<file path="src/rtl/dram_ref_pkg.sv">
package dram_ref_pkg;

  typedef enum logic [1:0] {
    SQ_PWRUP = 2'd0,
    SQ_BURST = 2'd1,
    SQ_RUN   = 2'd2
  } seq_state_e;

  typedef enum logic [1:0] {
    PH_IDLE = 2'd0,
    PH_LEAD = 2'd1,
    PH_LOW  = 2'd2,
    PH_PRE  = 2'd3
  } cbr_phase_e;

  // Round a time in ns up to whole clock cycles.
  function automatic int ns2cyc(input int ns, input int mhz);
    return (ns * mhz + 999) / 1000;
  endfunction

endpackage

</file>
<file path="src/rtl/ref_deadline_timer.sv">
module ref_deadline_timer #(
  parameter int INTERVAL_CYC = 3120,
  parameter int SLACK_CYC    = 1560
) (
  input  logic clk,
  input  logic rst_n,
  input  logic clear,
  input  logic served,
  input  logic ack,
  output logic due,
  output logic overrun
);
  localparam int IW = $clog2(INTERVAL_CYC + 1);
  localparam int SW = $clog2(SLACK_CYC + 1);

  logic [IW-1:0] ivl_cnt;
  logic [SW-1:0] wait_cnt;
  logic          in_svc;
  logic          tick;
  logic          waiting;

  assign tick    = (ivl_cnt == IW'(INTERVAL_CYC - 1));
  assign waiting = due && !in_svc && !served;
  assign overrun = waiting && (wait_cnt == SW'(SLACK_CYC - 1));

  always_ff @(posedge clk) begin
    if (!rst_n || clear) begin
      ivl_cnt  <= '0;
      wait_cnt <= '0;
      due      <= 1'b0;
      in_svc   <= 1'b0;
    end else begin
      ivl_cnt  <= tick ? '0 : ivl_cnt + 1'b1;
      due      <= (due && !ack) || tick;
      if (ack)         in_svc <= 1'b0;
      else if (served) in_svc <= 1'b1;
      wait_cnt <= waiting ? wait_cnt + 1'b1 : '0;
    end
  end


  no_overrun_served_chk: assert property (@(posedge clk) disable iff (!rst_n)
    overrun |-> !served && !ack);

endmodule

</file>
<file path="src/rtl/cbr_cycle_engine.sv">
module cbr_cycle_engine
  import dram_ref_pkg::*;
#(
  parameter int LEAD_CYC   = 2,
  parameter int LOW_CYC    = 12,
  parameter int PRE_CYC    = 8,
  parameter int MIN_RC_CYC = 22
) (
  input  logic clk,
  input  logic rst_n,
  input  logic start,
  output logic busy,
  output logic done,
  output logic ras_n,
  output logic cas_n
);
  localparam int MAXC = (LEAD_CYC > LOW_CYC) ?
                        ((LEAD_CYC > PRE_CYC) ? LEAD_CYC : PRE_CYC) :
                        ((LOW_CYC > PRE_CYC) ? LOW_CYC : PRE_CYC);
  localparam int CW   = $clog2(MAXC + 1);
  localparam int RW   = $clog2(MIN_RC_CYC + 2);

  cbr_phase_e    phase;
  logic [CW-1:0] cnt;

  assign busy  = (phase != PH_IDLE);
  assign done  = (phase == PH_PRE) && (cnt == CW'(PRE_CYC - 1));
  assign cas_n = !((phase == PH_LEAD) || (phase == PH_LOW));
  assign ras_n = (phase != PH_LOW);

  always_ff @(posedge clk) begin
    if (!rst_n) begin
      phase <= PH_IDLE;
      cnt   <= '0;
    end else begin
      unique case (phase)
        PH_IDLE: if (start) begin phase <= PH_LEAD; cnt <= '0; end
        PH_LEAD:
          if (cnt == CW'(LEAD_CYC - 1)) begin phase <= PH_LOW; cnt <= '0; end
          else cnt <= cnt + 1'b1;
        PH_LOW:
          if (cnt == CW'(LOW_CYC - 1)) begin phase <= PH_PRE; cnt <= '0; end
          else cnt <= cnt + 1'b1;
        PH_PRE:
          if (done) begin phase <= PH_IDLE; cnt <= '0; end
          else cnt <= cnt + 1'b1;
        default: phase <= PH_IDLE;
      endcase
    end
  end

  // Spacing monitor for the minimum RAS cycle check.
  logic          ras_q;
  logic          seen_fall;
  logic [RW-1:0] rc_cnt;
  logic          ras_fall;
  assign ras_fall = ras_q && !ras_n;

  always_ff @(posedge clk) begin
    if (!rst_n) begin
      ras_q     <= 1'b1;
      seen_fall <= 1'b0;
      rc_cnt    <= '0;
    end else begin
      ras_q <= ras_n;
      if (ras_fall) begin
        seen_fall <= 1'b1;
        rc_cnt    <= RW'(1);
      end else if (rc_cnt < RW'(MIN_RC_CYC + 1)) begin
        rc_cnt <= rc_cnt + 1'b1;
      end
    end
  end


  cas_lead_chk: assert property (@(posedge clk) disable iff (!rst_n)
    $fell(ras_n) |-> !cas_n && $past(!cas_n));

  cas_rise_chk: assert property (@(posedge clk) disable iff (!rst_n)
    $rose(ras_n) |-> $rose(cas_n));

  rc_min_chk: assert property (@(posedge clk) disable iff (!rst_n)
    (ras_fall && seen_fall) |-> (rc_cnt >= RW'(MIN_RC_CYC)));

endmodule

</file>
<file path="src/rtl/dram_refresh_seq.sv">
module dram_refresh_seq
  import dram_ref_pkg::*;
#(
  parameter int CLK_MHZ   = 200,
  parameter int PWRUP_US  = 200,
  parameter int REFI_NS   = 15600,
  parameter int SLACK_NS  = 7800,
  parameter int CSR_NS    = 10,
  parameter int RAS_NS    = 60,
  parameter int RP_NS     = 40,
  parameter int MIN_RC_NS = 110,
  parameter int BURST_LEN = 8
) (
  input  logic clk,
  input  logic rst_n,
  output logic bus_req,
  input  logic bus_gnt,
  output logic ras_n,
  output logic cas_n,
  output logic init_done
);
  localparam int PWRUP_CYC    = PWRUP_US * CLK_MHZ;
  localparam int INTERVAL_CYC = ns2cyc(REFI_NS, CLK_MHZ);
  localparam int SLACK_CYC    = ns2cyc(SLACK_NS, CLK_MHZ);
  localparam int LEAD_CYC     = ns2cyc(CSR_NS, CLK_MHZ);
  localparam int LOW_CYC      = ns2cyc(RAS_NS, CLK_MHZ);
  localparam int RP_CYC       = ns2cyc(RP_NS, CLK_MHZ);
  localparam int MIN_RC_CYC   = ns2cyc(MIN_RC_NS, CLK_MHZ);
  localparam int RP_FLOOR     = MIN_RC_CYC - LEAD_CYC - LOW_CYC;
  localparam int PRE_CYC      = (RP_CYC > RP_FLOOR) ? RP_CYC : RP_FLOOR;
  localparam int PW           = $clog2(PWRUP_CYC + 1);
  localparam int BW           = $clog2(BURST_LEN + 1);

  seq_state_e    state;
  logic [PW-1:0] pw_cnt;
  logic [BW-1:0] burst_cnt;
  logic          req_q;
  logic          init_q;
  logic          start;
  logic          eng_busy;
  logic          eng_done;
  logic          due;
  logic          overrun;
  logic          in_run;

  assign in_run    = (state == SQ_RUN);
  assign start     = req_q && bus_gnt && !eng_busy && (state != SQ_PWRUP);
  assign bus_req   = req_q;
  assign init_done = init_q;

  ref_deadline_timer #(
    .INTERVAL_CYC(INTERVAL_CYC),
    .SLACK_CYC   (SLACK_CYC)
  ) u_timer (
    .clk    (clk),
    .rst_n  (rst_n),
    .clear  (!in_run),
    .served (start),
    .ack    (eng_done && in_run),
    .due    (due),
    .overrun(overrun)
  );

  cbr_cycle_engine #(
    .LEAD_CYC  (LEAD_CYC),
    .LOW_CYC   (LOW_CYC),
    .PRE_CYC   (PRE_CYC),
    .MIN_RC_CYC(MIN_RC_CYC)
  ) u_engine (
    .clk  (clk),
    .rst_n(rst_n),
    .start(start),
    .busy (eng_busy),
    .done (eng_done),
    .ras_n(ras_n),
    .cas_n(cas_n)
  );

  always_ff @(posedge clk) begin
    if (!rst_n) begin
      state     <= SQ_PWRUP;
      pw_cnt    <= '0;
      burst_cnt <= '0;
      req_q     <= 1'b0;
      init_q    <= 1'b0;
    end else begin
      unique case (state)
        SQ_PWRUP: begin
          if (pw_cnt == PW'(PWRUP_CYC - 1)) begin
            state     <= SQ_BURST;
            burst_cnt <= '0;
            req_q     <= 1'b1;
          end else begin
            pw_cnt <= pw_cnt + 1'b1;
          end
        end
        SQ_BURST: begin
          if (eng_done) begin
            if (burst_cnt == BW'(BURST_LEN - 1)) begin
              state  <= SQ_RUN;
              req_q  <= 1'b0;
              init_q <= 1'b1;
            end else begin
              burst_cnt <= burst_cnt + 1'b1;
            end
          end
        end
        SQ_RUN: begin
          if (overrun) begin
            state     <= SQ_BURST;
            burst_cnt <= '0;
            init_q    <= 1'b0;
          end else if (eng_done) begin
            req_q <= 1'b0;
          end else if (due && !req_q) begin
            req_q <= 1'b1;
          end
        end
        default: state <= SQ_PWRUP;
      endcase
    end
  end


  pwrup_quiet_chk: assert property (@(posedge clk) disable iff (!rst_n)
    (state == SQ_PWRUP) |-> (!bus_req && ras_n && cas_n));

  strobe_grant_chk: assert property (@(posedge clk) disable iff (!rst_n)
    (!ras_n || !cas_n) |-> (bus_req && bus_gnt));

  req_hold_chk: assert property (@(posedge clk) disable iff (!rst_n)
    (bus_req && !eng_done) |=> bus_req);

  burst_not_ready_chk: assert property (@(posedge clk) disable iff (!rst_n)
    (state == SQ_BURST) |-> !init_done);

  overrun_reinit_chk: assert property (@(posedge clk) disable iff (!rst_n)
    overrun |=> (!init_done && bus_req));

  idle_strobe_chk: assert property (@(posedge clk) disable iff (!rst_n)
    !bus_req |-> (ras_n && cas_n));

endmodule

</file>
<file path="config.mk">
export PLATFORM = sky130hd
export DESIGN_NAME = dram_refresh_seq
export DESIGN_NICKNAME = d
export VERILOG_FILES = /design/src/rtl/dram_ref_pkg.sv /design/src/rtl/ref_deadline_timer.sv /design/src/rtl/cbr_cycle_engine.sv /design/src/rtl/dram_refresh_seq.sv
export SDC_FILE = /design/constraint.sdc
export NUM_CORES = 1
export LEC_CHECK = 0
export CAP_MARGIN = 40
export CORE_ASPECT_RATIO = 1.25
export CORE_UTILIZATION = 55
export CTS_BUF_LIST = sky130_fd_sc_hd__clkbuf_8
export DETAILED_ROUTE_END_ITERATION = 7
export DONT_BUFFER_PORTS = 1
export GPL_ROUTABILITY_DRIVEN = 0
export PLACE_DENSITY = 0.7
export SLEW_MARGIN = 40
export SYNTH_ARGS = -nofsm -noshare
export SYNTH_HDL_FRONTEND = slang
export SYNTH_HIERARCHICAL = 1
export SYNTH_SLANG_ARGS = --single-unit
</file>
<file path="constraint.sdc">
create_clock -name clk -period 5.5 [get_ports clk]
set_clock_uncertainty 0.1 [all_clocks]
set_input_delay 0 -clock clk [delete_from_list [all_inputs] [get_ports clk]]
set_output_delay 0 -clock clk [all_outputs]
set_load 0.01 [all_outputs]
</file>
==> results.rst <==
.. list-table::
   :header-rows: 1

   * - Metric
     - Value
   * - Transition time at the pin with the least slew margin
     - around 0.8 ns
   * - Reg-to-Reg End
     - burst_cnt[3]$_SDFFE_PN0P_
   * - Setup TNS
     - 0 ns
   * - Global-route wire length before repair
     - approximately 9.4 mm
   * - Sequence of cells on the critical path
     - nor2_1 -> nor3_1 -> nor3b_1 -> nand2_1 -> nor3_1 -> nand2b_1 -> o311a_1 -> or4_1 -> nand3_1
   * - Max-capacitance violation count
     - 0
   * - Total congestion overflow
     - 0
   * - Pwr Density
     - between 200 and 250 nW/um^2
   * - Multi-input combinational cell area
     - between 1500 and 2000 sq um
   * - Initial antenna violation count
     - 0
   * - Count of routing violations after the opening detailed-route iteration
     - 140
   * - Initial core utilization
     - 58.5%
   * - Launching element type of the critical path
     - flip-flop
   * - Sequential cell area fraction in the yosys report
     - 38.7%
   * - Summed area of non-filler cells in the final layout
     - about 3000 sq um
   * - Leakage power total
     - about 0.94 nW
   * - Status
     - finished clean
   * - Number of placement rows
     - 28
   * - Core footprint
     - between 4000 and 5000 sq um
   * - Sum of internal, switching and leakage power
     - 0.743 mW
   * - Critical Setup Path Class
     - reg -> reg
   * - Antenna-violating nets left
     - 0
   * - Post-CTS Setup Repair Bufs
     - 0
   * - Number of instances on the worst hold path
     - 1
   * - Top cell types by occurrence after synthesis
     - 55 x dfxtp_1, 29 x a21oi_1, 26 x nand3_1, 23 x nand2_1, 20 x o21ai_0
   * - Yosys synthesis warning count
     - 6
   * - Cell taking the most area after synthesis
     - dfxtp_1
   * - Highest routed metal layer
     - met4
   * - Sum of met2 wire segment lengths after detailed routing
     - 2.74 mm
   * - Total inserted antenna cells
     - 0
   * - CTS tree
     - done
   * - GRT Total Usage
     - between 20% and 30%
   * - Post-synthesis instance total
     - 328
   * - Critical path data arrival time
     - approximately 3.1 ns
   * - Slowest stage cell, crit path
     - nor2_1
   * - Terminating pin of the worst hold path
     - u_timer/ivl_cnt[0]$_SDFF_PP0_
   * - Primary flip-flop cell chosen by synthesis mapping
     - dfxtp_1
   * - Synth top area share
     - slightly below 40%
   * - Clock network latency to the later pin of the worst-skew pair
     - between 0.3 and 0.4 ns
   * - Die Ht
     - between 80 and 90 um
   * - Slew Limit Fails
     - 0
   * - Area overhead of the layout relative to synthesis
     - 6.37%
   * - Syn_nets
     - approximately 340
   * - Non-filler cells, final
     - between 300 and 400
   * - Delay of the slowest cell on the worst path
     - about 0.55 ns
   * - Worst max-slew margin expressed relative to the limit
     - between 40% and 50%
   * - Routed vias/inst
     - about 6.2
   * - Startpoint of the most critical setup path
     - state[1]$_SDFFE_PN0P_
   * - Mean area per synthesized cell
     - 8.68 sq um
   * - Worst min path class
     - reg -> reg
   * - RSZ-0062 raised after global routing
     - no
   * - Met3 wirelength from detailed routing
     - 185 um
   * - Max Clk Rate
     - 337 MHz
   * - Worst path buffer plus inverter count
     - 0
   * - Maximum number of pins on one net before global-route repair
     - 25
   * - FF-to-FF setup slack
     - roughly 2.5 ns
   * - Period Utilization, post-route
     - a little over half
   * - Synthesized area
     - 2850 sq um
   * - Number of I/O pins
     - 7
   * - First-pass DRT Iterations
     - 4
   * - Reg area
     - ~1100 sq um
   * - FILL cells
     - ~460
   * - R2r worst-path depth
     - 9
   * - Root Buffer Master
     - clkbuf_8
   * - Via count
     - roughly 2.4k
   * - Final #Nets
     - 343
   * - Die outline area
     - approximately 5500 sq um
   * - Number of hold violations in the final report
     - 0
   * - Fraction of final layout cells sized beyond drive strength 1
     - under 10%
   * - Wire length per cell
     - around 14 um
   * - Routed wire length
     - 5.53 mm
   * - Number of synthesized flops with an enable pin
     - 0
   * - Vias in the first global route
     - between 2k and 2.5k
   * - Number of clock sinks seen by CTS
     - 55
   * - Worst flop-to-flop path startpoint
     - state[1]$_SDFFE_PN0P_
   * - Number of CTS-inserted buffers
     - 5
   * - Max IR drop VDD
     - about 0.16 mV
   * - Share of synthesized flip-flops with an asynchronous set or reset
     - 0%
   * - Max FO, Critical Path
     - 11
   * - Routed length on met1
     - 2.50 mm
   * - Required time worst endpoint
     - approximately 5.7 ns
   * - Placed cell area
     - around 2900 sq um
   * - Number of H-tree levels
     - 2
   * - Top delay family on crit path
     - simple AND/OR/NAND/NOR gates
   * - CP Depth
     - 9
   * - Hold Crit Start
     - u_timer/ivl_cnt[0]$_SDFF_PP0_
   * - Estimated wirelength of the detail-placed design
     - just under 4 mm
   * - Maximum buffer depth of the clock tree
     - 2
   * - Most numerous cell in the Yosys netlist
     - dfxtp_1
   * - Min cycle time layout
     - between 2 and 3 ns
   * - # placed instances
     - 380
   * - I/O Buffers
     - 0
   * - Most frequent cell on the critical path
     - nor3_1
   * - Main area contributors after synthesis
     - dfxtp_1 39%, a21oi_1 5.1%, ha_1 4.8%, nand3_1 4.6%, or4_1 4.0%
   * - Fin Hold WS
     - between 0.3 and 0.4 ns
   * - Unique masters post-synth
     - 52
   * - Total of flip-flops plus latches after synthesis
     - 55
   * - Post-route DRC violation count
     - 0
   * - Critical path capture point type
     - flip-flop
   * - Final-report setup violation count
     - 0
   * - Die X-Extent
     - between 60 and 70 um
   * - Clock input transition at the sequential cells of the worst setup and hold paths
     - ~0.11 ns
==> placed cells by master (no fill, tap or decap), types with 2 or more instances in the layout <==
cell type / synthesis / final
dfxtp_1: 55 / 55
a21oi_1: 29 / 29
nand3_1: 26 / 26
nand2_1: 23 / 23
o21ai_0: 20 / 20
nor2_1: 18 / 18
or4_1: 15 / 15
o31ai_1: 13 / 13
inv_1: 11 / 11
or3_1: 11 / 11
ha_1: 11 / 11
nand4_1: 9 / 9
nor3_1: 6 / 6
nand2b_1: 5 / 5
and3_1: 5 / 5
mux2i_1: 5 / 5
xor2_1: 5 / 5
clkbuf_8: 0 / 5
nor2b_1: 4 / 4
and2_1: 4 / 4
o21a_1: 4 / 4
or4b_4: 3 / 3
or3_2: 3 / 3
nor3b_1: 3 / 3
nor4_1: 2 / 2
o211ai_1: 2 / 2
nand4b_1: 2 / 2
dlygate4sd3_1: 0 / 2
xnor2_1: 2 / 2
==> where the power goes <==
part	internal (mW)	switching, mW	total [mW]	leakage, nW
registers	0.405	0.0101	0.415	0.444
logic	0.0196	0.0323	0.0519	0.441
clock network	0.137	0.139	0.276	0.0548
total	0.562	0.181	0.743	0.940
==> state kept, by name, summed over array words and instances (netlist names), 2 cells and up <==
register and count:
u_timer/wait_cnt 11, u_engine/phase 2, u_engine/cnt 4, u_timer/ivl_cnt 12
state 2, pw_cnt 16, burst_cnt 4
==> area by class of cell <==
cell class              instances  area share [%]
clock buffers                   5            2.27
inverters                      12            1.49
flip-flops and latches         55            36.3
clock inverters                 3            1.53
repair buffers                  3           0.909
well taps                      60            2.48
multi-input cells             252            55.0
==> repair_timing <==
item / CTS / global route
hold endpoints to repair: 33 / 0
resized for setup: 0 / 0
hold buffers: 2 / 0
==> kinds of logic (layout without fill, tap and decap cells) <==
group                      count (synthesis)  in the layout  share of synthesized area [%]
xor gates and xnor gates                   7              7                           2.15
AOI/OAI and AO/OA                         78             78                           17.6
buffers and inverters                     21             23                           2.86
DFF                                       55             55                           38.7
adders and majority gates                 11             11                           4.83
muxes                                      6              6                           2.15
and+or+nand+nor                          150            150                           31.7
==> worst max path at each step <==
| stage | endpoint |
|---|---|
| after floorplan | burst_cnt[3]$_SDFFE_PN0P_ |
| after global placement | burst_cnt[3]$_SDFFE_PN0P_ |
| after detailed placement | burst_cnt[3]$_SDFFE_PN0P_ |
| after CTS | burst_cnt[3]$_SDFFE_PN0P_ |
| after global routing | burst_cnt[3]$_SDFFE_PN0P_ |
| final | burst_cnt[3]$_SDFFE_PN0P_ |
==> stage by stage <==
stage          util [%]  setup WS [ns]
2_1_floorplan         -           2.92
3_3_place_gp       59.4           2.63
3_5_place_dp       59.4           2.57
4_1_cts            62.2           2.55
5_1_grt            62.2           2.21
6_report           62.2           2.54
==> worst register-to-register path: stages, from the launching register on <==
cell and delay, ns:
dfxtp_1 0.41, nor2_1 0.55, nor3_1 0.22, nor3b_1 0.34, nand2_1 0.09, nor3_1 0.28, nand2b_1 0.15, o311a_1 0.19
or4_1 0.51, nand3_1 0.09
==> per-layer routing <==
metal | up-vias | global-route usage [%]
met3 | 10 | 5.08
li1 | 1239 | -
met2 | 28 | 39.5
met5 | - | 0
met1 | 1129 | 25.4
met4 | 0 | 7.23
Note: power is estimated with default switching activity, not from simulation.
